===== config.mk =====
export PLATFORM = sky130hd
export DESIGN_NAME = rcs_status_reg
export DESIGN_NICKNAME = d
export VERILOG_FILES = /design/src/rtl/rcs_pkg.sv /design/src/rtl/rcs_reset_sync.sv /design/src/rtl/rcs_bit_sync.sv /design/src/rtl/rcs_sticky_bit.sv /design/src/rtl/rcs_status_reg.sv
export SDC_FILE = /design/constraint.sdc
export NUM_CORES = 1
export LEC_CHECK = 0
export ABC_CLOCK_PERIOD_IN_PS = 1100
export BUFFER_PORTS_ARGS = -buffer_cell sky130_fd_sc_hd__buf_2
export CORE_AREA = 10 10 47 49
export DETAILED_ROUTE_END_ITERATION = 12
export DIE_AREA = 0 0 57 59
export GPL_TIMING_DRIVEN = 0
export PLACE_DENSITY = 0.45
export RECOVER_POWER = 50
export SETUP_SLACK_MARGIN = 0.2
export SYNTH_ARGS = -nofsm -noshare
export SYNTH_HDL_FRONTEND = slang
export SYNTH_HIERARCHICAL = 1
export SYNTH_SLANG_ARGS = --single-unit
export TNS_END_PERCENT = 100

===== constraint.sdc =====
create_clock -name clk -period 1.1 [get_ports clk]
set_input_delay 0 -clock clk [delete_from_list [all_inputs] [get_ports clk]]
set_output_delay 0 -clock clk [all_outputs]
set_load 0.02 [all_outputs]

===== src/rtl/rcs_pkg.sv =====
package rcs_pkg;
  localparam int RCS_DATA_W      = 8;
  localparam int RCS_STAT_W      = 2;
  localparam int RCS_SYNC_STAGES = 2;

  typedef enum int {
    RCS_BIT_POR = 0,
    RCS_BIT_LV  = 1
  } rcs_bit_e;
endpackage


===== src/rtl/rcs_reset_sync.sv =====
module rcs_reset_sync #(
  parameter int STAGES = 2
) (
  input  logic clk,
  input  logic arst_n,
  output logic rst_n
);
  logic [STAGES-1:0] sh_q;
  logic [STAGES-1:0] sh_d;

  always_comb begin
    sh_d = {sh_q[STAGES-2:0], 1'b1};
  end

  always_ff @(posedge clk or negedge arst_n) begin
    if (!arst_n) sh_q <= '0;
    else         sh_q <= sh_d;
  end

  assign rst_n = sh_q[STAGES-1];
endmodule


===== src/rtl/rcs_bit_sync.sv =====
module rcs_bit_sync #(
  parameter int STAGES = 2
) (
  input  logic clk,
  input  logic rst_n,
  input  logic d_i,
  output logic q_o
);
  logic [STAGES-1:0] ff_q;
  logic [STAGES-1:0] ff_d;

  always_comb begin
    ff_d = {ff_q[STAGES-2:0], d_i};
  end

  always_ff @(posedge clk or negedge rst_n) begin
    if (!rst_n) ff_q <= '0;
    else        ff_q <= ff_d;
  end

  assign q_o = ff_q[STAGES-1];

  generate
    if (STAGES == 2) begin : g_lat_chk
      // a synchronized high must come from the input sampled two edges earlier
      AST_SYNC_DELAY: assert property (@(posedge clk) disable iff (!rst_n)
        q_o |-> $past(d_i, 2));
    end
  endgenerate
endmodule


===== src/rtl/rcs_sticky_bit.sv =====
module rcs_sticky_bit (
  input  logic clk,
  input  logic preset_n,
  input  logic set_i,
  input  logic clr_i,
  output logic q_o
);
  logic q_q;
  logic q_d;
  logic en;

  always_comb begin
    en  = set_i | clr_i;
    q_d = set_i | (q_q & ~clr_i);
  end

  always_ff @(posedge clk or negedge preset_n) begin
    if (!preset_n) q_q <= 1'b1;
    else if (en)   q_q <= q_d;
  end

  assign q_o = q_q;

  AST_SET_WINS: assert property (@(posedge clk) disable iff (!preset_n)
    set_i |=> q_o);
  AST_CLR_ON_READ: assert property (@(posedge clk) disable iff (!preset_n)
    (clr_i && !set_i) |=> !q_o);
  AST_STICKY: assert property (@(posedge clk) disable iff (!preset_n)
    (q_o && !clr_i) |=> q_o);
endmodule


===== src/rtl/rcs_status_reg.sv =====
module rcs_status_reg
  import rcs_pkg::*;
#(
  parameter int SYNC_STAGES = RCS_SYNC_STAGES,
  parameter int DATA_W      = RCS_DATA_W
) (
  input  logic              clk,
  input  logic              por_n,
  input  logic              pin_rst_n,
  input  logic              lvd_async,
  input  logic              sel,
  input  logic              rd_en,
  input  logic              wr_en,
  output logic [DATA_W-1:0] rd_data,
  output logic              por_flag,
  output logic              lv_flag
);
  localparam int STAT_W = RCS_STAT_W;

  logic              por_rst_n;
  logic              sys_rst_n;
  logic              sys_arst_n;
  logic              lv_set;
  logic              rd_hit;
  logic              clr;
  logic [STAT_W-1:0] set_vec;
  logic [STAT_W-1:0] status;

  assign sys_arst_n = por_n & pin_rst_n;

  rcs_reset_sync #(.STAGES(SYNC_STAGES)) i_por_sync (
    .clk    (clk),
    .arst_n (por_n),
    .rst_n  (por_rst_n)
  );

  rcs_reset_sync #(.STAGES(SYNC_STAGES)) i_sys_sync (
    .clk    (clk),
    .arst_n (sys_arst_n),
    .rst_n  (sys_rst_n)
  );

  rcs_bit_sync #(.STAGES(SYNC_STAGES)) i_lvd_sync (
    .clk   (clk),
    .rst_n (sys_rst_n),
    .d_i   (lvd_async),
    .q_o   (lv_set)
  );

  always_comb begin
    rd_hit                = sel & rd_en;
    clr                   = rd_hit & sys_rst_n;
    set_vec               = '0;
    set_vec[RCS_BIT_LV]   = lv_set;
  end

  generate
    for (genvar i = 0; i < STAT_W; i++) begin : g_bit
      rcs_sticky_bit i_bit (
        .clk      (clk),
        .preset_n (por_rst_n),
        .set_i    (set_vec[i]),
        .clr_i    (clr),
        .q_o      (status[i])
      );
    end
  endgenerate

  always_comb begin
    rd_data = '0;
    if (rd_hit) rd_data[STAT_W-1:0] = status;
  end

  assign por_flag = status[RCS_BIT_POR];
  assign lv_flag  = status[RCS_BIT_LV];

  AST_POR_ONLY_SOURCE: assert property (@(posedge clk) disable iff (!por_rst_n)
    !$rose(por_flag));
  AST_PIN_RST_KEEP: assert property (@(posedge clk) disable iff (!por_rst_n)
    !sys_rst_n |=> ((status & $past(status)) == $past(status)));
  AST_WRITE_IGNORED: assert property (@(posedge clk) disable iff (!por_rst_n)
    (sel && wr_en && !rd_en && !lv_set) |=> (status == $past(status)));
  AST_NO_HIT_QUIET: assert property (@(posedge clk) disable iff (!por_rst_n)
    (!rd_hit && !lv_set) |=> (status == $past(status)));
endmodule


-- Yosys cells after proc, flatten, opt, wreduce, memory -nomap -nowiden
Cells that the tools add are included.
- bits in registers: 8
- word-level logic and storage cells: 14
- output and inout bits: 10
- bits of input ports: 7
- bitwise gates (word level): 8
- muxes and demuxes: 1
- operator list (kind ; count):
    $and 1x1->1 ; 5
    $mux 2 ; 1
    $or 1x1->1 ; 2
    $not 1->1 ; 1

-- Depth between registers and ports, before layout
Gate-level depths: netlist (run 1).
- word-level depth: 5
- gate-level depth with buffers: 3
- gate-level depth less buffers: 3

-- Hierarchy
The synthesis (run 1) kept the hierarchy.
- by module, submodules not included (module ; times used ; sequential area each (µm²) ; cells each ; area an instance (µm²)):
    rcs_reset_sync ; 2 ; 50.0 ; 3 ; 53.8
    rcs_sticky_bit ; 2 ; 26.3 ; 3 ; 37.5
    rcs_status_reg ; 1 ; 0.0 ; 11 ; 73.8
    rcs_bit_sync ; 1 ; 50.0 ; 2 ; 50.0

-- Worst setup path after synthesis (run 1)
No wires, ideal clock.
- path type: register -> output
- start point: register g_bit[0].i_bit.q_q
- end point: output rd_data[0]
- arrival: 0.854 ns
- cell stages (with the launch flop): 2
- buffers on the path: 0
- required time: 1.100 ns
- slack: 0.246 ns
- cell sequence: dfstp_2 and3_1
- cells in the longest elaborated chain, start to end: 1
- ends and longest elaborated chain (item ; RTL line ; source):
    start, declared ; rcs_sticky_bit.sv:8 ; logic q_q;
    start signal, assigned ; rcs_sticky_bit.sv:19 ; else if (en) q_q <= q_d;
    $mux 2 ; rcs_status_reg.sv:71 ; if (rd_hit) rd_data[STAT_W-1:0] = status;
    end, declared ; rcs_status_reg.sv:14 ; output logic [DATA_W-1:0] rd_data,
No other way between the ends.

-- Worst setup path after layout (run 1)
- start point: register g_bit[1].i_bit.q_q
- end point: output rd_data[1]
- cells in the longest elaborated chain, start to end: 1
- ends and longest elaborated chain (item ; RTL line):
    start, declared ; rcs_sticky_bit.sv:8
    start signal, assigned ; rcs_sticky_bit.sv:19
    $mux 2 ; rcs_status_reg.sv:71
No other way between the ends.

==> flow_summary.json, run 1 <==
{
  "drive_gt1_share_pct": 49.0,
  "cap_violations": 0,
  "intPower_mw": 0.514,
  "initial_core_util_pct": 21.9,
  "fp-row-count": 14,
  "ios": 17,
  "slew_viol_final": 0,
  "first_iter_violations": 3,
  "place_inst": 56,
  "final_cells": 67,
  "p_leak_nw": 0.269,
  "dominantRegCellSynth": "dfrtp_1",
  "crit_slowest_cell": "dfstp_2",
  "die_area_um2": 3360,
  "grt_pass1_wl_um": 917,
  "setup_slack_ps": 40.4,
  "async_reset_ff_share_pct": 100,
  "min_period_ps": 1060,
  "critPathMaxStageDelay_ps": 540,
  "netlist_area_um2": 307,
  "die_h_um": 59,
  "r2r_cells": 3,
  "multi_input_area_um2": 83.8,
  "design_area_um2": 522,
  "register_area_um2": 203,
  "die_w_um": 57,
  "period_share_pct": 96.3,
  "hpwlAfterDp_um": 431,
  "netSwitchingPower_mw": 0.149,
  "powerDensity_nw_per_um2": 1270,
  "crit_path_end_kind": "output pin",
  "required_ps": 1100,
  "hp-class": "reg -> async",
  "finalHoldViolations": 0,
  "syn_avg_cell_area_um2": 12.3,
  "finalPower_mw": 0.662,
  "crit_fanout": 2,
  "path_class": "reg -> out",
  "p_sw_share_pct": 22.4,
  "cp.arrival_ps": 1060,
  "via_per_inst": 3.24,
  "rsz0062_at_grt": "true",
  "setup_viol": 0,
  "first_global_vias": 220,
  "gp_congestion": 0.638,
  "yosysWarningCount": 6,
  "fillers": 145,
  "cts_max_level": 1,
  "p_clk_share_pct": 34.4,
  "startpoint_type": "register",
  "diodes": 0,
  "clk_pin_slew_worst_paths_ps": 50,
  "reg2reg_from": "g_bit[1].i_bit/q_o$_DFFE_PN1P_",
  "numCtsBuffers": 3,
  "grt_max_degree": 6,
  "ir_worst_vdd_mv": 0.834,
  "startpoint": "g_bit[1].i_bit/q_o$_DFFE_PN1P_",
  "ys_top_cells_by_count": "6 x buf_4, 6 x dfrtp_1, 3 x and3_1, 3 x conb_1",
  "status": "finished clean",
  "yosys.area.top_type_share_pct": 49.0,
  "drt_wl_total_um": 564,
  "grt_overflow": 0,
  "place.port_buffers": 9,
  "worstPathCellList": "and3_4 -> buf_6",
  "clk_path_buf_depth": 2,
  "max_freq_mhz": 944,
  "synth-edff-count": 0,
  "drt-pass1-iter-count": 2,
  "ant_nets": 0,
  "track_usage_pct": 3.49,
  "clock-sinks": 8,
  "synth_cell_type_count": 8,
  "drcViolationCount": 0,
  "final_nets": 59,
  "crit_family": "flip-flops",
  "pwr-share-comb_pct": 17.3,
  "skew_ps": 4.26,
  "ys_top_cells_by_area": "dfrtp_1 49%, dfstp_2 17%, buf_4 15%",
  "synthCells": 25,
  "cp.depth": 2,
  "post_dp_cell_area_um2": 394,
  "critPathBufInv": 1,
  "cts-root-buf": "clkbuf_4",
  "clk_latency_ps": 240,
  "share_seq_of_total_power_pct": 48.3,
  "vias": 217,
  "fin_setup_tns_ps": 0,
  "cts_tree": "done",
  "antenna_found_initial": 0,
  "place_ws_ps": 280,
  "syn_to_final_growth_pct": 70.2,
  "ys_seq_elements": 8,
  "synth_top_cell_by_area": "dfrtp_1",
  "core_region_area_um2": 1400,
  "seq_area_frac_synth_pct": 66.1,
  "wl_per_cell_um": 8.42
}
[stage by stage]
step	hold slack, ps	util (%)
6_report	32.7	37.2
5_1_grt	54.8	37.2
4_1_cts	38.5	36.8
3_5_place_dp	-208	28.1
3_3_place_gp	-208	28.1
2_1_floorplan	-296	-
[cell usage in the layout (no fill, tap or decap), types with 2 or more instances in the layout]
cell type,instances
a21o_1,2
dfstp_2,2
dlygate4sd3_1,3
clkbuf_4,3
buf_6,6
buf_4,8
buf_2,4
and3_4,2
conb_1,9
inv_1,2
dfrtp_1,6
clkbuf_1,2
[sequential cells by signal, summed over array words and instances, names as in the netlist]
name	count
g_bit.i_bit/q_o	2
i_sys_sync/sh_q	2
i_por_sync/sh_q	2
i_lvd_sync/ff_q	2
[cells by family after synthesis]
| group | after synthesis | share of synthesized area [%] |
|---|---|---|
| buf+inv | 8 | 17.1 |
| flops | 8 | 66.1 |
| other cells | 3 | 3.67 |
| compound gates | 2 | 4.90 |
| simple gates | 4 | 8.17 |
[final cells by class]
type	count	area share (%)
inverters	2	1.44
repair buffers	16	26.1
well taps	16	3.84
clock buffers	4	5.04
plain buffers	6	8.63
multi-input cells	15	16.1
flip-flops and latches	8	38.8
[path summary, 6_finish.rpt]
check / to / slack (ps)
max in group asynchronous: i_sys_sync/sh_q[1]$_DFF_PN0_ / 680
worst max-delay path: rd_data[1] / 40
worst min-delay path: i_lvd_sync/ff_q[0]$_DFF_PN0_ / 30
min in group clk: g_bit[1].i_bit/q_o$_DFFE_PN1P_ / 200
worst max register to register: g_bit[1].i_bit/q_o$_DFFE_PN1P_ / 220
worst min register to register: i_lvd_sync/ff_q[0]$_DFF_PN0_ / 30
[power by group through the flow]
stage / registers (mW) / logic [mW] / clock network [mW]
after floorplan: 0.328 / 0.0513 / 0
after global placement: 0.324 / 0.0762 / 0
after detailed placement: 0.325 / 0.0761 / 0
after CTS: 0.320 / 0.111 / 0.239
after global routing: 0.322 / 0.123 / 0.262
final: 0.320 / 0.115 / 0.228
[layer usage]
layer  track usage [%]  wire length [µm]  vias up
li1                  -                 -      114
met1              2.56               208       89
met2              5.27               230       14
met3              5.36               126        0
met4                 0                 0        0
met5                 0                 0        -
[timing repair]
action,4_1_cts,5_1_grt
hold buffers,3,0
buffers inserted,3,1
setup endpoints to repair,4,4
pin swaps,2,0
hold endpoints to repair,5,0
gates resized for setup,12,0
No activity file was read; power rests on OpenSTA's default activity.
==> inputs of run 2 (changes only) <==
--- a/config.mk
+++ b/config.mk
@@ -7,9 +7,9 @@
 export LEC_CHECK = 0
 export ABC_CLOCK_PERIOD_IN_PS = 1100
 export BUFFER_PORTS_ARGS = -buffer_cell sky130_fd_sc_hd__buf_2
-export CORE_AREA = 10 10 47 49
+export CORE_AREA = 2 2 39 41
 export DETAILED_ROUTE_END_ITERATION = 12
-export DIE_AREA = 0 0 57 59
+export DIE_AREA = 0 0 41 43
 export GPL_TIMING_DRIVEN = 0
 export PLACE_DENSITY = 0.45
 export RECOVER_POWER = 50
==> run 2 against run 1 <==
Compared with the run above:
- critical path depth did not move
- hold slack improved by 57 ps
- highest routed layer unchanged
- core utilization rose by 0.74 points
- cell area rose by 0.72%
- clock skew rose by 5.1 ps
- sequential power barely moved
- clock-buffer cell count did not move
- clock power barely moved
- combinational power barely moved
- register-to-register slack barely moved
- first-iteration DRC count fell by 100%
==> flow_summary.json, run 2 (synthesis gave the netlist of run 1 again) <==
{
  "clk_path_buf_depth": 2,
  "skew_ps": 9.37,
  "wl_per_cell_um": 7.09,
  "cts_max_level": 1,
  "max_freq_mhz": 948,
  "status": "finished clean",
  "use_met3_pct": 1.57,
  "drcViolationCount": 0,
  "slew_viol_final": 0,
  "hpwlAfterDp_um": 327,
  "cp.arrival_ps": 1050,
  "die_area_um2": 1760,
  "period_share_pct": 95.9,
  "grt_overflow": 0,
  "drt_wl_total_um": 482,
  "vias": 235,
  "min_period_ps": 1050,
  "drt-pass1-iter-count": 1,
  "die_w_um": 41,
  "grt_use_met2_pct": 10.0,
  "fp-row-count": 14,
  "antenna_found_initial": 0,
  "track_usage_pct": 6.42,
  "p_leak_nw": 0.272,
  "via_per_inst": 3.46,
  "diodes": 0,
  "cts_tree": "done",
  "cap_violations": 0,
  "crit_fanout": 2,
  "multi_input_area_um2": 83.8,
  "numCtsBuffers": 3,
  "powerDensity_nw_per_um2": 1260,
  "final_nets": 60,
  "rsz0062_at_grt": "true",
  "path_class": "reg -> out",
  "die_h_um": 43,
  "grt_max_degree": 6,
  "ir_worst_vdd_mv": 0.701,
  "clk_pin_slew_worst_paths_ps": 50,
  "fillers": 137,
  "required_ps": 1100,
  "ant_nets": 0,
  "hp-class": "in -> async",
  "clk_latency_ps": 250,
  "clock-sinks": 8,
  "final_common_cell": "conb_1",
  "first_global_vias": 215,
  "finalPower_mw": 0.664,
  "fin_setup_tns_ps": 0,
  "layout_common_cells": "9 x conb_1, 8 x buf_4, 6 x dfrtp_1",
  "first_iter_violations": 0,
  "core_region_area_um2": 1380,
  "syn_to_final_growth_pct": 71.4,
  "place.port_buffers": 9,
  "cts-root-buf": "clkbuf_4",
  "finalHoldViolations": 0,
  "startpoint_type": "register",
  "grt.met1_usage_pct": 6.40,
  "setup_viol": 0,
  "grt_pass1_wl_um": 731,
  "crit_path_end_kind": "output pin",
  "register_area_um2": 203,
  "gp_congestion": 0.517,
  "ios": 17,
  "drive_gt1_share_pct": 50.0,
  "busiest_layer": "met2",
  "initial_core_util_pct": 22.2
}
==> run 2: cell type report <==
type                            count  area share, %
Timing Repair Buffer               17           26.7
Buffer                              6           8.57
Sequential cell                     8           38.6
Tap cell                           16           3.81
Clock buffer                        4           5.00
Multi-Input combinational cell     15           16.0
Inverter                            2           1.43
==> run 2: per-stage QoR <==
stage	std cells	hold WS (ps)	cell area, µm²	setup slack, ps	utilization, %
finish	68	89.8	526	45.4	38.0
global route	68	88.0	526	-4.64	38.0
CTS	65	38.2	492	39.8	35.5
detailed placement	56	-206	394	271	28.5
global placement	56	-207	394	274	28.5
floorplan	31	-296	329	246	-
==> run 2: layer usage <==
metal  share of wire (%)  wire length [µm]
met2                  54               260
met4                   0                 0
met1                  37               178
met5                   0                 0
met3                 8.9                43
==> run 2: path summary, 6_finish.rpt <==
kind                                                      from                        endpoint  slack (ps)  depth (start not counted)
worst max register to register  g_bit[1].i_bit/q_o$_DFFE_PN1P_  g_bit[1].i_bit/q_o$_DFFE_PN1P_         230                          3
min in group clk                                         rd_en  g_bit[0].i_bit/q_o$_DFFE_PN1P_         210                          4
worst min-delay path                                     por_n    i_por_sync/sh_q[0]$_DFF_PN0_          90                          2
worst min register to register    i_sys_sync/sh_q[1]$_DFF_PN0_    i_lvd_sync/ff_q[1]$_DFF_PN0_         170                          1
max in group asynchronous                                por_n    i_sys_sync/sh_q[1]$_DFF_PN0_         690                          3
worst max-delay path            g_bit[1].i_bit/q_o$_DFFE_PN1P_                      rd_data[1]          50                          2
==> run 2: worst max-delay path, stage by stage, from the launching register on <==
cell and delay, ps:
dfstp_2 540, and3_4 170, buf_6 110
==> run 2: timing repair <==
| item | CTS | global route |
|---|---|---|
| hold buffers | 3 | 0 |
| hold endpoints to repair | 5 | 0 |
| setup buffers | 2 | 3 |
| endpoints found under the setup margin | 4 | 6 |
| pin swaps | 0 | 2 |
| gates resized for setup | 8 | 3 |
==> run 2: power by group <==
group	leakage (nW)	switching, mW	internal [mW]
combinational	0.165	0.0516	0.0637
sequential	0.0922	0.00677	0.313
clock	0.0150	0.0914	0.138
total	0.272	0.150	0.515
